**src/rtl/tnm_pkg.sv**
```systemverilog
`timescale 1ns/1ps
package tnm_pkg;

  typedef enum logic [1:0] {
    CK_VAR_FWD = 2'd0,
    CK_SEED    = 2'd1,
    CK_MASK    = 2'd2
  } cfg_kind_e;

  // Variable reached by link lnk of check chk in the fixed graph.
  function automatic int link_var(int chk, int lnk, int step, int nvar);
    return (chk * step + lnk) % nvar;
  endfunction

endpackage

```
**src/rtl/tnm_cfg_store.sv**
```systemverilog
`timescale 1ns/1ps
module tnm_cfg_store #(
  parameter int NV    = 8,
  parameter int NC    = 4,
  parameter int DC    = 4,
  parameter int IDX_W = 4
) (
  input  logic                      clk,
  input  logic                      rst_i,
  input  logic                      we,
  input  logic [1:0]                kind,
  input  logic [IDX_W-1:0]          idx,
  input  logic [DC-1:0]             data,
  output logic [NV-1:0]             relay_o,
  output logic [NC*DC-1:0]          seed_o,
  output logic [NC*DC-1:0][DC-1:0]  mask_o
);
  localparam int NE = NC * DC;

  logic [NV-1:0]            relay_q, relay_n;
  logic [NE-1:0]            seed_q,  seed_n;
  logic [NE-1:0][DC-1:0]    mask_q,  mask_n;

  always_comb begin
    relay_n = relay_q;
    seed_n  = seed_q;
    mask_n  = mask_q;
    if (we) begin
      case (tnm_pkg::cfg_kind_e'(kind))
        tnm_pkg::CK_VAR_FWD: begin
          for (int v = 0; v < NV; v++)
            if (int'(idx) == v) relay_n[v] = data[0];
        end
        tnm_pkg::CK_SEED: begin
          for (int e = 0; e < NE; e++)
            if (int'(idx) == e) seed_n[e] = data[0];
        end
        tnm_pkg::CK_MASK: begin
          for (int e = 0; e < NE; e++)
            if (int'(idx) == e) mask_n[e] = data;
        end
        default: ;
      endcase
    end
  end

  always_ff @(posedge clk or negedge rst_i) begin
    if (!rst_i) begin
      relay_q <= '0;
      seed_q  <= '0;
      mask_q  <= '0;
    end else if (we) begin
      relay_q <= relay_n;
      seed_q  <= seed_n;
      mask_q  <= mask_n;
    end
  end

  assign relay_o = relay_q;
  assign seed_o  = seed_q;
  assign mask_o  = mask_q;
endmodule

```
**src/rtl/tnm_var_unit.sv**
```systemverilog
`timescale 1ns/1ps
module tnm_var_unit #(
  parameter int NV   = 8,
  parameter int NC   = 4,
  parameter int DC   = 4,
  parameter int STEP = 2,
  parameter int VIDX = 0
) (
  input  logic [NC*DC-1:0] c2v_i,
  input  logic             relay_i,
  output logic             hit_o,
  output logic [NC*DC-1:0] v2c_o
);
  localparam int NE = NC * DC;

  // Edge membership of this variable, fixed at elaboration.
  logic [NE-1:0] mine;
  always_comb begin
    for (int e = 0; e < NE; e++)
      mine[e] = (tnm_pkg::link_var(e / DC, e % DC, STEP, NV) == VIDX);
  end

  always_comb begin
    hit_o = |(c2v_i & mine);
    v2c_o = '0;
    for (int e = 0; e < NE; e++) begin
      if (mine[e]) begin
        for (int f = 0; f < NE; f++)
          if (f != e && mine[f] && c2v_i[f]) v2c_o[e] = relay_i;
      end
    end
  end
endmodule

```
**src/rtl/tnm_chk_unit.sv**
```systemverilog
`timescale 1ns/1ps
module tnm_chk_unit #(
  parameter int DC = 4
) (
  input  logic                   launch_i,
  input  logic                   unsat_i,
  input  logic [DC-1:0]          seed_i,
  input  logic [DC-1:0][DC-1:0]  mask_i,
  input  logic [DC-1:0]          v2c_i,
  output logic [DC-1:0]          seed_o,
  output logic [DC-1:0]          fwd_o
);
  always_comb begin
    for (int q = 0; q < DC; q++) begin
      seed_o[q] = launch_i & unsat_i & seed_i[q];
      fwd_o[q]  = |(mask_i[q] & v2c_i);
    end
  end
endmodule

```
**src/rtl/tnm_neut_net.sv**
```systemverilog
`timescale 1ns/1ps
module tnm_neut_net #(
  parameter int NUM_VAR   = 8,
  parameter int NUM_CHK   = 4,
  parameter int DEG_C     = 4,
  parameter int LINK_STEP = 2,
  parameter int NT_CYCLES = 5,
  parameter int IDX_W     = $clog2((NUM_CHK*DEG_C > NUM_VAR) ? NUM_CHK*DEG_C : NUM_VAR)
) (
  input  logic                 clk,
  input  logic                 rst_n,
  input  logic                 cfg_we,
  input  logic [1:0]           cfg_kind,
  input  logic [IDX_W-1:0]     cfg_idx,
  input  logic [DEG_C-1:0]     cfg_data,
  input  logic                 start,
  input  logic [NUM_CHK-1:0]   chk_unsat,
  output logic                 busy,
  output logic                 done,
  output logic [NUM_VAR-1:0]   neut
);
  localparam int NE    = NUM_CHK * DEG_C;
  localparam int CNT_W = (NT_CYCLES > 1) ? $clog2(NT_CYCLES) : 1;
  localparam logic [CNT_W-1:0] LAST = CNT_W'(NT_CYCLES - 1);

  // Reset: asserted at once, released after two clocks.
  logic [1:0] rst_sync;
  logic       rst_i;
  always_ff @(posedge clk or negedge rst_n) begin
    if (!rst_n) rst_sync <= 2'b00;
    else        rst_sync <= {rst_sync[0], 1'b1};
  end
  assign rst_i = rst_sync[1];

  logic [NUM_VAR-1:0]         relay;
  logic [NE-1:0]              seed_cfg;
  logic [NE-1:0][DEG_C-1:0]   mask_cfg;

  tnm_cfg_store #(
    .NV(NUM_VAR), .NC(NUM_CHK), .DC(DEG_C), .IDX_W(IDX_W)
  ) u_cfg (
    .clk(clk), .rst_i(rst_i), .we(cfg_we), .kind(cfg_kind),
    .idx(cfg_idx), .data(cfg_data),
    .relay_o(relay), .seed_o(seed_cfg), .mask_o(mask_cfg)
  );

  // Token registers, one per edge and direction.
  logic [NE-1:0]        c2v_q, c2v_n;
  logic [NE-1:0]        v2c_q, v2c_n;
  logic [NUM_VAR-1:0]   neut_q, neut_n;
  logic [CNT_W-1:0]     cnt_q, cnt_n;
  logic                 busy_q, busy_n;
  logic                 done_q, done_n;

  logic [NUM_VAR-1:0]          hit;
  logic [NUM_VAR-1:0][NE-1:0]  v2c_part;
  logic [NE-1:0]               seed_all;
  logic [NE-1:0]               fwd_all;

  for (genvar v = 0; v < NUM_VAR; v++) begin : g_var
    tnm_var_unit #(
      .NV(NUM_VAR), .NC(NUM_CHK), .DC(DEG_C), .STEP(LINK_STEP), .VIDX(v)
    ) u_var (
      .c2v_i(c2v_q), .relay_i(relay[v]),
      .hit_o(hit[v]), .v2c_o(v2c_part[v])
    );
  end

  for (genvar j = 0; j < NUM_CHK; j++) begin : g_chk
    tnm_chk_unit #(.DC(DEG_C)) u_chk (
      .launch_i(start),
      .unsat_i(chk_unsat[j]),
      .seed_i(seed_cfg[j*DEG_C +: DEG_C]),
      .mask_i(mask_cfg[j*DEG_C +: DEG_C]),
      .v2c_i(v2c_q[j*DEG_C +: DEG_C]),
      .seed_o(seed_all[j*DEG_C +: DEG_C]),
      .fwd_o(fwd_all[j*DEG_C +: DEG_C])
    );
  end

  logic [NE-1:0] v2c_merged;
  always_comb begin
    v2c_merged = '0;
    for (int v = 0; v < NUM_VAR; v++) v2c_merged = v2c_merged | v2c_part[v];
  end

  always_comb begin
    c2v_n  = c2v_q;
    v2c_n  = v2c_q;
    neut_n = neut_q;
    cnt_n  = cnt_q;
    busy_n = busy_q;
    done_n = 1'b0;
    if (start) begin
      c2v_n  = seed_all;
      v2c_n  = '0;
      neut_n = '0;
      cnt_n  = '0;
      busy_n = 1'b1;
    end else if (busy_q) begin
      neut_n = neut_q | hit;
      c2v_n  = fwd_all;
      v2c_n  = v2c_merged;
      if (cnt_q == LAST) begin
        busy_n = 1'b0;
        done_n = 1'b1;
        c2v_n  = '0;
        v2c_n  = '0;
      end else begin
        cnt_n = cnt_q + 1'b1;
      end
    end
  end

  logic step_en;
  assign step_en = start | busy_q;

  always_ff @(posedge clk or negedge rst_i) begin
    if (!rst_i) begin
      c2v_q  <= '0;
      v2c_q  <= '0;
      neut_q <= '0;
      cnt_q  <= '0;
      busy_q <= 1'b0;
    end else if (step_en) begin
      c2v_q  <= c2v_n;
      v2c_q  <= v2c_n;
      neut_q <= neut_n;
      cnt_q  <= cnt_n;
      busy_q <= busy_n;
    end
  end

  always_ff @(posedge clk or negedge rst_i) begin
    if (!rst_i) done_q <= 1'b0;
    else        done_q <= done_n;
  end

  assign busy = busy_q;
  assign done = done_q;
  assign neut = neut_q;
endmodule

```
**config.mk**
```make
export PLATFORM = sky130hd
export DESIGN_NAME = tnm_neut_net
export DESIGN_NICKNAME = d
export VERILOG_FILES = /design/src/rtl/tnm_pkg.sv /design/src/rtl/tnm_cfg_store.sv /design/src/rtl/tnm_var_unit.sv /design/src/rtl/tnm_chk_unit.sv /design/src/rtl/tnm_neut_net.sv
export SDC_FILE = /design/constraint.sdc
export NUM_CORES = 1
export LEC_CHECK = 0
export ABC_CLOCK_PERIOD_IN_PS = 8000
export BUFFER_PORTS_ARGS = -buffer_cell sky130_fd_sc_hd__buf_4
export CORE_MARGIN = 1
export CORE_UTILIZATION = 55
export DETAILED_ROUTE_END_ITERATION = 7
export PLACE_DENSITY_LB_ADDON = 0.2
export SYNTH_ARGS = -nofsm -noshare
export SYNTH_HDL_FRONTEND = slang
export SYNTH_SLANG_ARGS = --single-unit
export TNS_END_PERCENT = 30
```
**constraint.sdc**
```tcl
create_clock -name clk -period 8 [get_ports clk]
set_input_delay 0 -clock clk [delete_from_list [all_inputs] [get_ports clk]]
set_output_delay 0 -clock clk [all_outputs]
set_load 0.02 [all_outputs]
```
==> impl_metrics.yaml, run 1 <==
run_status:
  status: "completed"
synth:
  ys_ff_latch: 135
  syn_area_sq_um: 5880
  syn_inst: 450
  synth_cell_types: 40
  ys_top_cells_by_area: "dfrtp_1 57%, mux2_2 15%, a32o_1 2.7%"
  avgSynthCellArea_sq_um: 13.1
  yosys_warnings: 0
  async_flop_share: 1.00
  yosysMostFrequentCell: "dfrtp_1"
  synth_common_cells: "135 x dfrtp_1, 80 x mux2_2, 24 x o21ai_0"
  syn-num-nets: 470
  ys_seq_area_frac: 0.574
  synth_edf_count: 0
  yosysTopAreaCell: "dfrtp_1"
  synth-main-ff-cell: "dfrtp_1"
  synth_top_area_share: 0.574
finish:
  nFillCells: 756
  antenna_cells: 0
  multi_input_area_sq_um: 2360
  register_area_sq_um: 3380
  fin_cells: 631
  syn_to_final_growth_pct: 16.1
  final_nets: 507
  final_layout_size_suffix_gt1_frac: 0.309
floorplanning:
  floorplan.die_area_sq_um: 11100
  rows: 37
  dieWidth_um: 105
  core_area_sq_um: 10300
  die_y_um: 105
  start_util: 0.570
  io_pins: 28
clocking:
  cts_root_buffer: "clkbuf_8"
  ctsResizeCount: 0
  clk_latency_ns: 0.53
  htreeDepth: 4
  tritoncts: "built"
  cts_sinks: 135
  cts_made_buffers: 17
  cts_setup_buffers: 0
  path_clk_slew_ns: 0.06
  cts_buffer_depth: 2
min_path:
  worstHoldStart: "cfg_data[0]"
  whs_path_depth: 2
  hold_path_class: "in2reg"
routing:
  viasPerCell: 6.17
  wl_per_cell_um: 20.7
  drc: 0
  vias: 3891
  firstDrtPassIters: 5
  wl_um: 13100
  drt_first_iter_violations: 255
  ant_nets: 0
critical_path:
  critPathArrivalTime_ns: 2.52
  end_kind: "flip-flop"
  cp_slowest_stage_delay_ns: 1.01
  cp_slowest_cell: "a21oi_1"
  r2r_cells: 4
  cp-startpoint: "cnt_q[0]"
  critical_path_required_ns: 8.46
  worst-path-buf-inv: 1
  cp_top_family: "compound AO/OA/AOI/OAI gates"
  crit_chain: "inv_1, ha_1, a21oi_1, a32o_1"
  crit_fanout: 16
  startpoint_type: "flip-flop"
  r2r-start: "cnt_q[0]"
  worst-path-stages: 4
  path_class: "reg2reg"
placement:
  placed_cells: 588
  dpl.hpwl_um: 8170
  gp_congestion: 0.789
  io_buffers: 27
power_and_ir_drop:
  ir_worst_vdd_mv: 0.119
  powerDensity_nw_per_um2: 243
  p_leak_nw: 3.09
run:
  maxCapViolCount: 0
global_routing:
  grt_pass1_vias: 4030
  grt_pass1_wl_um: 21800
  grt_max_degree: 68
  antenna_found_initial: 0
  globalRouteOverflowTotal: 0
  track_usage: 0.264
sta:
  skew_ns: 0.00617
  rsz0062_at_grt: "false"
  slew_viol_final: 0
  holdWs_ns: 0.0818
  fin_crit_sh: 0.258
  hold_viol_final: 0
  period_needed_ns: 2.07
  fmax_mhz: 484
  slew_headroom: 0.133
  fin_setup_tns_ns: 0
  worstMarginPinSlew_ns: 1.30
  setup_viol: 0
-- flip-flops by register name, summed over array words and instances (netlist names), 2 cells and up --
register,count
u_cfg.relay_o,8
u_cfg.seed_o,16
neut,8
v2c_q,16
u_cfg.mask_o,64
cnt_q,3
c2v_q,16
rst_sync,2
-- cell usage in the layout (no fill, tap or decap), types with 22 or more instances in the layout --
master / Yosys / routed
o21ai_0: 24 / 24
mux2_2: 80 / 80
dfrtp_1: 135 / 134
nand2_1: 22 / 22
buf_4: 0 / 29
-- final cells by class --
type | instances | share of cell area
Sequential cell | 135 | 0.495
Tap cell | 136 | 0.0249
Multi-Input combinational cell | 278 | 0.345
Timing Repair Buffer | 45 | 0.0553
Clock buffer | 21 | 0.0658
Clock inverter | 6 | 0.00806
Inverter | 10 | 0.00550
-- per-layer routing --
metal | up-vias | global-route usage | part of all wire
met5 | - | 0 | 0
met4 | 0 | 0.0795 | 0.010
met3 | 11 | 0.0724 | 0.065
met2 | 118 | 0.409 | 0.48
met1 | 1988 | 0.366 | 0.45
li1 | 1774 | - | -
-- cell families after synthesis --
| kind of cell | share of synthesized area |
|---|---|
| flip-flops | 0.574 |
| adder cells (fa/ha/maj) | 0.00425 |
| multiplexers | 0.175 |
| buffers and inverters | 0.0249 |
| XOR/XNOR | 0.00149 |
| AND/OR/NAND/NOR | 0.0970 |
| other | 0.000638 |
| AO/OA/AOI/OAI | 0.122 |
-- worst register-to-register path: stages, from the launching register on --
cell and delay (ns):
dfrtp_1 0.39, inv_1 0.06, ha_1 0.22, a21oi_1 1.01
a32o_1 0.30
-- path summary, 6_finish.rpt --
check | endpoint | slack, ns
setup / recovery | v2c_q[1] | 5.93
hold / removal | u_cfg.mask_o[56] | 0.08
setup reg to reg | v2c_q[1] | 5.93
hold reg to reg | rst_sync[1] | 0.36
max in group asynchronous | u_cfg.seed_o[15] | 6.15
min in group asynchronous | rst_sync[1] | 0.32
-- report_power, final --
group | switching (mW) | internal (mW)
Clock | 0.262 | 0.416
Sequential | 0.0494 | 0.758
Combinational | 0.0907 | 0.0867
Total | 0.403 | 1.26
-- metrics by stage --
| step | power, mW | setup WS, ns | area (sq um) | util |
|---|---|---|---|---|
| 5_1_grt | 1.74 | 5.84 | 6830 | 0.661 |
| 6_report | 1.66 | 5.93 | 6830 | 0.661 |
| 2_1_floorplan | 0.929 | 3.96 | 5880 | - |
| 3_3_place_gp | 0.977 | 6.07 | 6160 | 0.597 |
| 3_5_place_dp | 0.989 | 5.99 | 6160 | 0.597 |
| 4_1_cts | 1.67 | 5.97 | 6830 | 0.661 |
-- what timing repair did --
item	4_1_cts	5_1_grt
endpoints found under the hold margin	92	0
setup endpoints to repair	0	0
hold buffers	16	0
(Power assumes the default switching activity.)
==> run 2, diff against run 1 <==
ABC_CLOCK_PERIOD_IN_PS = 2000   (was 8000)
clock period = 2 ns   (was 8 ns; I/O delays follow)
==> run 2 against run 1 <==
  * Power rose to 4.1 times the previous value
  * Register-to-register slack worse by 5.5 ns
  * Core utilization up 1.1 points
  * Clock skew up 0.00099 ns
  * Sequential power rose to 4.0 times the previous value
  * Via count up 3.3%
  * Clock power rose to 4.3 times the previous value
  * Final area up 1.6%
  * Highest routed layer unchanged
  * Largest cell class unchanged
  * Maximum frequency up 31%
  * Global-route usage up 0.58 points
  * Cell count up 1.4%
==> impl_metrics.yaml, run 2 (synthesis gave the netlist of run 1 again) <==
finish:
  final_common_cell: "dfrtp_1"
  mostFrequentLayoutCells: "134 x dfrtp_1, 80 x mux2_2, 31 x buf_4, 24 x o21ai_0, 22 x nand2_1"
  final_layout_size_suffix_gt1_frac: 0.321
  antenna_cells: 0
  largest_register_ffs: 64
  final_nets: 511
  nFillCells: 764
  fin_cells: 640
  syn_to_final_growth_pct: 18.0
power_and_ir_drop:
  ir_worst_vdd_mv: 0.594
  p_leak_nw: 3.14
  intPower_mw: 5.19
  p_comb_frac: 0.108
  p_sw_mw: 1.70
  power_frac_seq: 0.468
  powerDensity_nw_per_um2: 994
  pwr-share-clk: 0.425
  p_sw_frac: 0.247
clocking:
  ctsResizeCount: 0
  clk_latency_ns: 0.54
  path_clk_slew_ns: 0.06
  cts_root_buffer: "clkbuf_8"
  cts_made_buffers: 17
  cts_sinks: 135
  htreeDepth: 4
  tritoncts: "built"
  cts_buffer_depth: 2
routing:
  wl_per_cell_um: 21.3
  viasPerCell: 6.28
  firstDrtPassIters: 4
  drc: 0
  wl_um: 13600
  drt_first_iter_violations: 230
  ant_nets: 0
  vias: 4019
floorplanning:
  floorplan.die_area_sq_um: 11100
  start_util: 0.570
  core_area_sq_um: 10300
  die_y_um: 105
  rows: 37
  io_pins: 28
  dieWidth_um: 105
critical_path:
  r2r_cells: 5
  crit_fanout: 4
  end_kind: "flip-flop"
  path_class: "reg2reg"
  startpoint_type: "flip-flop"
  cp_slowest_stage_delay_ns: 0.47
  critical_path_required_ns: 2.41
  cp_slowest_cell: "a21boi_0"
  r2r_slack_ns: 0.42
  crit_chain: "inv_1, ha_1, a21boi_0, mux2i_1, nor2_1"
  critPathArrivalTime_ns: 1.99
sta:
  skew_ns: 0.00716
  slew_headroom: 0.291
  setup_viol: 0
  period_needed_ns: 1.58
  fin_setup_tns_ns: 0
  rsz0062_at_grt: "false"
  worstMarginPinSlew_ns: 1.06
  hold_viol_final: 0
  slew_viol_final: 0
  fin_crit_sh: 0.790
  fmax_mhz: 633
global_routing:
  antenna_found_initial: 0
  grt_pass1_wl_um: 22400
  globalRouteOverflowTotal: 0
  track_usage: 0.270
  grt_pass1_vias: 4167
  grt_max_degree: 47
placement:
  io_buffers: 27
  dpl.hpwl_um: 8470
  placed_cells: 592
  gp_congestion: 0.763
min_path:
  hold_path_class: "in2reg"
  whs_path_depth: 2
run_status:
  status: "completed"
run:
  maxCapViolCount: 0
-- run 2: changes by cell type in the layout (fill, tap and decap cells not counted), sizes merged --
cell      previous run  this run
clkbuf              21        24
buf                 29        33
clkinvlp             0         2
-- run 2: what timing repair did --
action | in CTS | in global routing
buffers inserted | 0 | 0
hold buffers | 16 | 0
hold endpoints to repair | 92 | 0
-- run 2: final timing paths --
| path | start | end |
|---|---|---|
| worst max register to register | cnt_q[0] | cnt_q[1] |
| min in group asynchronous | rst_sync[1] | u_cfg.mask_o[63] |
| worst max-delay path | cnt_q[0] | cnt_q[1] |
| worst min register to register | rst_sync[1] | u_cfg.mask_o[63] |
| max in group asynchronous | rst_sync[1] | u_cfg.mask_o[40] |
| worst min-delay path | cfg_data[0] | u_cfg.mask_o[48] |
-- run 2: worst max-delay path, delay by kind of cell, from the launching register on --
| family | cells | cell delay, ns |
|---|---|---|
| fa+ha+maj | 1 | 0.24 |
| flops | 1 | 0.39 |
| simple gates | 1 | 0.05 |
| compound gates | 1 | 0.47 |
| buf+inv | 1 | 0.06 |
| mux | 1 | 0.24 |
-- run 2: layout make-up --
class / instances / area [sq um] / area share
Multi-Input combinational cell: 278 / 2360 / 0.340
Clock inverter: 8 / 70.1 / 0.0101
Clock buffer: 24 / 490 / 0.0707
Sequential cell: 135 / 3380 / 0.487
Timing Repair Buffer: 49 / 433 / 0.0624
Tap cell: 136 / 170 / 0.0245
Inverter: 10 / 37.5 / 0.00541
-- run 2: per-layer routing --
layer / global-route usage / vias to the layer above / wire, um
li1: - / 1787 / -
met1: 0.359 / 2108 / 6130
met2: 0.430 / 104 / 6590
met3: 0.0569 / 20 / 592
met4: 0.122 / 0 / 283
met5: 0 / - / 0
-- run 2: per-stage QoR --
| stage | hold WS, ns | setup WS [ns] | power, mW | util | instance area, sq um |
|---|---|---|---|---|---|
| 2_1_floorplan | -0.296 | 0.508 | 3.72 | - | 5890 |
| 3_3_place_gp | -0.217 | 0.478 | 3.94 | 0.602 | 6220 |
| 3_5_place_dp | -0.217 | 0.443 | 3.99 | 0.602 | 6220 |
| 4_1_cts | 0.0526 | 0.420 | 6.94 | 0.672 | 6940 |
| 5_1_grt | 0.0780 | 0.291 | 7.17 | 0.672 | 6940 |
| 6_report | 0.0718 | 0.419 | 6.90 | 0.672 | 6940 |
-- run 2: power groups by stage --
stage	Sequential, mW	Combinational (mW)	Clock, mW
final	3.22	0.743	2.93
after detailed placement	3.27	0.722	0
after global routing	3.26	0.813	3.09
after CTS	3.22	0.751	2.97
after floorplan	3.26	0.458	0
after global placement	3.25	0.690	0
